File: src/rtl/stepctr_pkg.sv
package stepctr_pkg;
    typedef enum logic {
        ST_PARKED = 1'b0,
        ST_RUN    = 1'b1
    } run_state_e;

    typedef enum logic {
        ACT_LOAD = 1'b0,
        ACT_STEP = 1'b1
    } cnt_act_e;
endpackage

File: src/rtl/stepctr_step.sv
module stepctr_step #(
    parameter int WIDTH  = 4,
    parameter int STEP_W = 6
) (
    input  logic [WIDTH-1:0]  cur_i,
    input  logic [STEP_W-1:0] step_i,
    input  logic              down_i,
    output logic [WIDTH-1:0]  nxt_o
);
    logic [WIDTH-1:0] stp_m;

    // Keep only the low WIDTH bits (modulo 2^WIDTH) or zero-extend a narrow step.
    generate
        if (STEP_W >= WIDTH) begin : g_trunc
            assign stp_m = step_i[WIDTH-1:0];
        end else begin : g_ext
            assign stp_m = {{(WIDTH-STEP_W){1'b0}}, step_i};
        end
    endgenerate

    // WIDTH-bit arithmetic wraps naturally in two's complement.
    always_comb begin
        if (down_i) nxt_o = cur_i - stp_m;
        else        nxt_o = cur_i + stp_m;
    end
endmodule

File: src/rtl/stepctr_seq.sv
module stepctr_seq
    import stepctr_pkg::*;
(
    input  logic       clk,
    input  logic       rst,
    input  logic       en,
    output run_state_e state_q,
    output cnt_act_e   act_o
);
    run_state_e state_d;

    always_ff @(posedge clk) begin
        if (rst) state_q <= ST_PARKED;   // RESET
        else     state_q <= state_d;
    end

    always_comb begin
        state_d = state_q;
        act_o   = ACT_LOAD;
        unique case (state_q)
            ST_PARKED: begin
                if (en) state_d = ST_RUN;     // ARM
                else    state_d = ST_PARKED;  // IDLE
                act_o = ACT_LOAD;
            end
            ST_RUN: begin
                if (en) begin
                    state_d = ST_RUN;         // ADVANCE
                    act_o   = ACT_STEP;
                end else begin
                    state_d = ST_PARKED;      // DROP
                    act_o   = ACT_LOAD;
                end
            end
            default: begin
                state_d = ST_PARKED;
                act_o   = ACT_LOAD;
            end
        endcase
    end
endmodule

File: src/rtl/stepctr_top.sv
module stepctr_top
    import stepctr_pkg::*;
#(
    parameter int          WIDTH  = 4,
    parameter int          STEP_W = 6,
    parameter int unsigned START  = 5
) (
    input  logic              clk,
    input  logic              rst,
    input  logic              en,
    input  logic              dir,
    input  logic [STEP_W-1:0] step,
    output logic [WIDTH-1:0]  count
);
    localparam logic [WIDTH-1:0] START_V = WIDTH'(START);

    run_state_e       state_q;
    cnt_act_e         act;
    logic [WIDTH-1:0] cnt_q;
    logic [WIDTH-1:0] cnt_nxt;

    stepctr_seq u_seq (
        .clk     (clk),
        .rst     (rst),
        .en      (en),
        .state_q (state_q),
        .act_o   (act)
    );

    stepctr_step #(.WIDTH(WIDTH), .STEP_W(STEP_W)) u_step (
        .cur_i  (cnt_q),
        .step_i (step),
        .down_i (dir),
        .nxt_o  (cnt_nxt)
    );

    always_ff @(posedge clk) begin
        if (rst)                 cnt_q <= START_V;
        else if (act == ACT_STEP) cnt_q <= cnt_nxt;
        else                     cnt_q <= START_V;
    end

    always_comb begin
        unique case (state_q)
            ST_RUN:    count = cnt_q;
            ST_PARKED: count = '0;
            default:   count = '0;
        endcase
    end
endmodule

File: config.mk
export PLATFORM = sky130hd
export DESIGN_NAME = stepctr_top
export DESIGN_NICKNAME = d
export VERILOG_FILES = /design/src/rtl/stepctr_pkg.sv /design/src/rtl/stepctr_step.sv /design/src/rtl/stepctr_seq.sv /design/src/rtl/stepctr_top.sv
export SDC_FILE = /design/constraint.sdc
export NUM_CORES = 1
export LEC_CHECK = 0
export BUFFER_PORTS_ARGS = -buffer_cell sky130_fd_sc_hd__buf_4
export CORE_AREA = 2 2 39 41
export DETAILED_ROUTE_END_ITERATION = 10
export DIE_AREA = 0 0 41 43
export HOLD_SLACK_MARGIN = 0.06
export PLACE_DENSITY_LB_ADDON = 0.12
export SYNTH_ARGS = -nofsm -noshare
export SYNTH_HDL_FRONTEND = slang
export SYNTH_SLANG_ARGS = --single-unit
File: constraint.sdc
create_clock -name clk -period 2.4 [get_ports clk]
set_clock_uncertainty 0.1 [all_clocks]
set_input_delay 0.48 -clock clk [delete_from_list [all_inputs] [get_ports clk]]
set_output_delay 0.48 -clock clk [all_outputs]
set_load 0.005 [all_outputs]
# Yosys cells after proc, flatten, opt, wreduce, memory -nomap -nowiden

Cells that the tools add are included.
Widths: inputs -> output; s select.

Output and inout bits: 4
Input bits: 10
Bits in registers: 5

Add/sub/neg operators: 2
Mux-type cells: 4
Bitwise logic cells: 2
Reductions and logical operators: 1

Operators by type and width:

| kind            | number |
|---|---|
| $pmux 4 s2      | 1 |
| $add 4x4->4     | 1 |
| $mux 4          | 1 |
| $sub 4x4->4     | 1 |
| $not 1->1       | 2 |
| $pmux 1 s2      | 1 |
| $reduce_or 2->1 | 1 |
| $mux 1          | 1 |

# Logic depth before layout (Yosys ltp)

Depth in word-level cells: 4
Gate-level depth with buffers: 9

# Cells and area by module

Synthesis repeated with hierarchy kept, for this count alone.

Cells, all modules: 39
Area, all modules: 367.9 µm²

Modules (own cells, without submodules):

| module       | sequential area each (µm²) | cells an instance | area an instance (µm²) | instances |
|---|---|---|---|---|
| stepctr_step | 0.0                        | 24                | 185.2                  | 1 |
| stepctr_top  | 80.1                       | 12                | 142.6                  | 1 |
| stepctr_seq  | 20.0                       | 3                 | 40.0                   | 1 |

# Worst setup path after synthesis

Ideal clock, no wire load.

Path kind: input port to flip-flop
From: in step[0]
To: reg cnt_q[3]
Path slack: 0.393 ns
Arrival time: 1.785 ns
Data required time: 2.178 ns
Cell stages on the path: 9
Setup time: 0.122 ns
Path through: inv_1 > ha_1 > mux2_2 > inv_1 > ha_1 > nor2b_1 > o21ai_0 > a21bo_1 > mux2i_1

Cells in the longest elaborated chain, start to end: 2

RTL lines:

| item                                       | RTL line                               | source |
|---|---|---|
| start: declaration                         | stepctr_top.sv:12                      | `input logic [STEP_W-1:0] step,` |
| $add 4x4->4 or $sub 4x4->4 (tied branches) | stepctr_step.sv:24, stepctr_step.sv:23 |  |
| $mux 4 *                                   | stepctr_step.sv:23                     | `if (down_i) nxt_o = cur_i - stp_m;` |
| end signal: assignment                     | stepctr_top.sv:39                      | `else if (act == ACT_STEP) cnt_q <= cnt_nxt;` |
| end: declaration                           | stepctr_top.sv:19                      | `logic [WIDTH-1:0] cnt_q;` |

Mark *: on every way between the ends. The rest lies on a longest branch, timed or not.
A chain may end at the register's enable or synchronous reset.

# Worst setup path after layout

Ends and elaborated chain as after synthesis.

==> impl_metrics.csv <==
group,metric,value,unit
run_status,status,"finished, final reports clean",
global_route,grt_usage,0.0896,
placement,finalWeightedCongestion,0.634,
global_route,grt_max_degree,6,
clock_network,cts_tree,"yes",
pwr,p_int,178,uW
floorplanning,fp-row-count,14,
global_route,grt_pass1_vias,258,
floorplanning,core,1380,sq um
clock_network,cts_root_buf,"clkbuf_4",
clock_network,cts_post_setup_buffers_inserted,0,
synthesis,ys_warn_count,0,
timing,whs,308,ps
final_layout,area_growth,36.9,%
synthesis,synth_area_leaders,"dfxtp_1 (29%), ha_1 (14%), xnor2_1 (7.5%), and2_1 (7.2%), inv_1 (6.5%)",
pwr,power.share.combinational,0.214,
hold_path,holdCritPathClass,"in2reg",
pwr,p_clk_frac,0.409,
global_route,grt_first_pass_wirelength,1040,um
timing,worst_pin_slew,238,ps
global_route,antenna_found_initial,0,
pwr,power_switching,55.9,uW
timing,max_freq,505,MHz
timing,setup_viol,0,
worst_setup_path,reg2reg_setup_slack,1030,ps
floorplanning,die_width,41,um
synthesis,async_flop_share,0,
routing,ant_nets,0,
timing,fin_ws,418,ps
placement,portBuffers,11,
synthesis,syn_area,349,sq um
placement,place_ws,132,ps
synthesis,synth_flop_cell,"dfxtp_1",
final_layout,fillers,149,
synthesis,ys_ff_latch,5,
pwr,p_sw_frac,0.239,
final_layout,drive_gt1_frac,0.321,
synthesis,netlist_top_cells_count,"inv_1 (6), dfxtp_1 (5), and2_1 (4), ha_1 (4), xnor2_1 (3)",
pwr,p_seq_frac,0.377,
floorplanning,dieArea,1760,sq um
worst_setup_path,worstPathMaxFanout,3,
synthesis,synth_edf_count,0,
run,cap_violations,0,
synthesis,yosysUniqueCellTypes,18,
floorplanning,die_h,43,um
synthesis,syn_inst,38,
timing,final-hold-violation-count,0,
clock_network,cts_resized,0,
clock_network,cts-buffers-inserted,3,
synthesis,synthesis.nets,53,
clock_network,cts.sinks,5,
worst_setup_path,startpoint_type,"input pin",
pwr,p_per_area,489,nW/um^2
timing,tns,0,ps
routing,routedWlPerCell,8.38,um
routing,num_vias,276,
synthesis,synth.largest_area_cell,"dfxtp_1",
pwr,p_leak,0.000240,uW
floorplanning,io_pins,14,
timing,finalCriticalPeriod,1980,ps
synthesis,yosys.area.top_type_share,0.287,
timing,timing.final.crit_share,0.826,
worst_setup_path,worst-setup-path-type,"in2reg",
final_layout,n_antenna_cell,0,
synthesis,syn_avg_cell_area,9.19,sq um
timing,slew_headroom,0.840,
timing,rsz0062_at_grt,"no",
floorplanning,initial_core_util,0.252,
clock_network,path_clk_slew,40,ps
global_route,grt.overflow.total,0,
clock_network,clockBufferDepth,2,
routing,wirelength,578,um
worst_setup_path,crit_arrival,2000,ps
routing,first_iter_violations,1,
synthesis,synth_most_common_cell,"inv_1",
worst_setup_path,required,2420,ps
routing,dr.pass1.iters,2,
final_layout,num-nets-final,69,
routing,drc,0,
clock_network,htree_num_levels,1,
clock_network,cts_hold_buf,0,
routing,viasPerCell,4.00,
timing,maxSlewViolCount,0,
worst_setup_path,worstSetupEndpointType,"flop",
synthesis,synth_seq_area_share,0.287,
pwr,ir_worst_vdd,0.000375,V
placement,dpl.hpwl,506,um
clock_network,clk-insertion-delay-late,240,ps
## through the flow
stage | utilization | power (uW) | instance area (sq um) | instances
after floorplan | - | 121 | 349 | 38
after global placement | 0.326 | 140 | 452 | 65
after detailed placement | 0.326 | 141 | 452 | 65
after CTS | 0.345 | 240 | 478 | 69
after global routing | 0.345 | 253 | 478 | 69
final | 0.345 | 234 | 478 | 69
## registers in the layout (all words and copies together), names as in the netlist
name	cells
cnt_q	4
u_seq.state_q	1
## placed cells by master, fill, tap and decap left out, types with 2 or more instances in the layout
cell type / synthesis / final
buf_4: 0 / 11
inv_1: 6 / 6
dfxtp_1: 5 / 5
and2_1: 4 / 4
ha_1: 4 / 4
xnor2_1: 3 / 3
clkbuf_4: 0 / 3
nor2_1: 2 / 2
nand2_1: 2 / 2
nor2b_1: 2 / 2
## power groups by stage
| stage | Combinational [uW] | Clock [uW] | Sequential (uW) |
|---|---|---|---|
| 2_1_floorplan | 32.1 | 0 | 88.8 |
| 3_5_place_dp | 51.3 | 0 | 89.5 |
| 5_1_grt | 57.6 | 107 | 88.3 |
| 4_1_cts | 51.5 | 101 | 88.0 |
| 3_3_place_gp | 50.5 | 0 | 89.6 |
| 6_report | 50.0 | 95.7 | 88.1 |
## path summary, 6_finish.rpt
path / from / end / cells past startpoint
max reg2reg: cnt_q[1] / cnt_q[3] / 5
min: rst / u_seq.state_q / 2
min reg2reg: cnt_q[0] / cnt_q[0] / 3
max: step[0] / cnt_q[3] / 10
## per-layer routing
metal,GRT usage,vias to the layer above,routed length [um]
li1,-,149,-
met4,0.0400,0,0
met2,0.116,9,257
met5,0,-,0
met1,0.110,118,271
met3,0.0628,0,48
## cells by family after synthesis
kind of cell             synth area share
buffers and inverters              0.0645
flip-flops                          0.287
AND/OR/NAND/NOR                     0.244
AO/OA/AOI/OAI                      0.0430
multiplexers                       0.0609
adder cells (fa/ha/maj)             0.201
XOR/XNOR                            0.100
## worst max-delay path: stages
cell,delay [ps]
buf_4,90
inv_1,40
ha_1,270
mux2_2,290
inv_1,60
ha_1,210
nor2b_1,120
o21ai_0,220
a21bo_1,150
mux2i_1,70
## area by class of cell
| type | instances | area, sq um | area share |
|---|---|---|---|
| Sequential cell | 5 | 100 | 0.209 |
| Clock buffer | 4 | 26.3 | 0.0550 |
| Multi-Input combinational cell | 27 | 226 | 0.474 |
| Tap cell | 16 | 20.0 | 0.0419 |
| Inverter | 6 | 22.5 | 0.0471 |
| Timing Repair Buffer | 11 | 82.6 | 0.173 |
No activity file was read; power rests on OpenSTA's default activity.
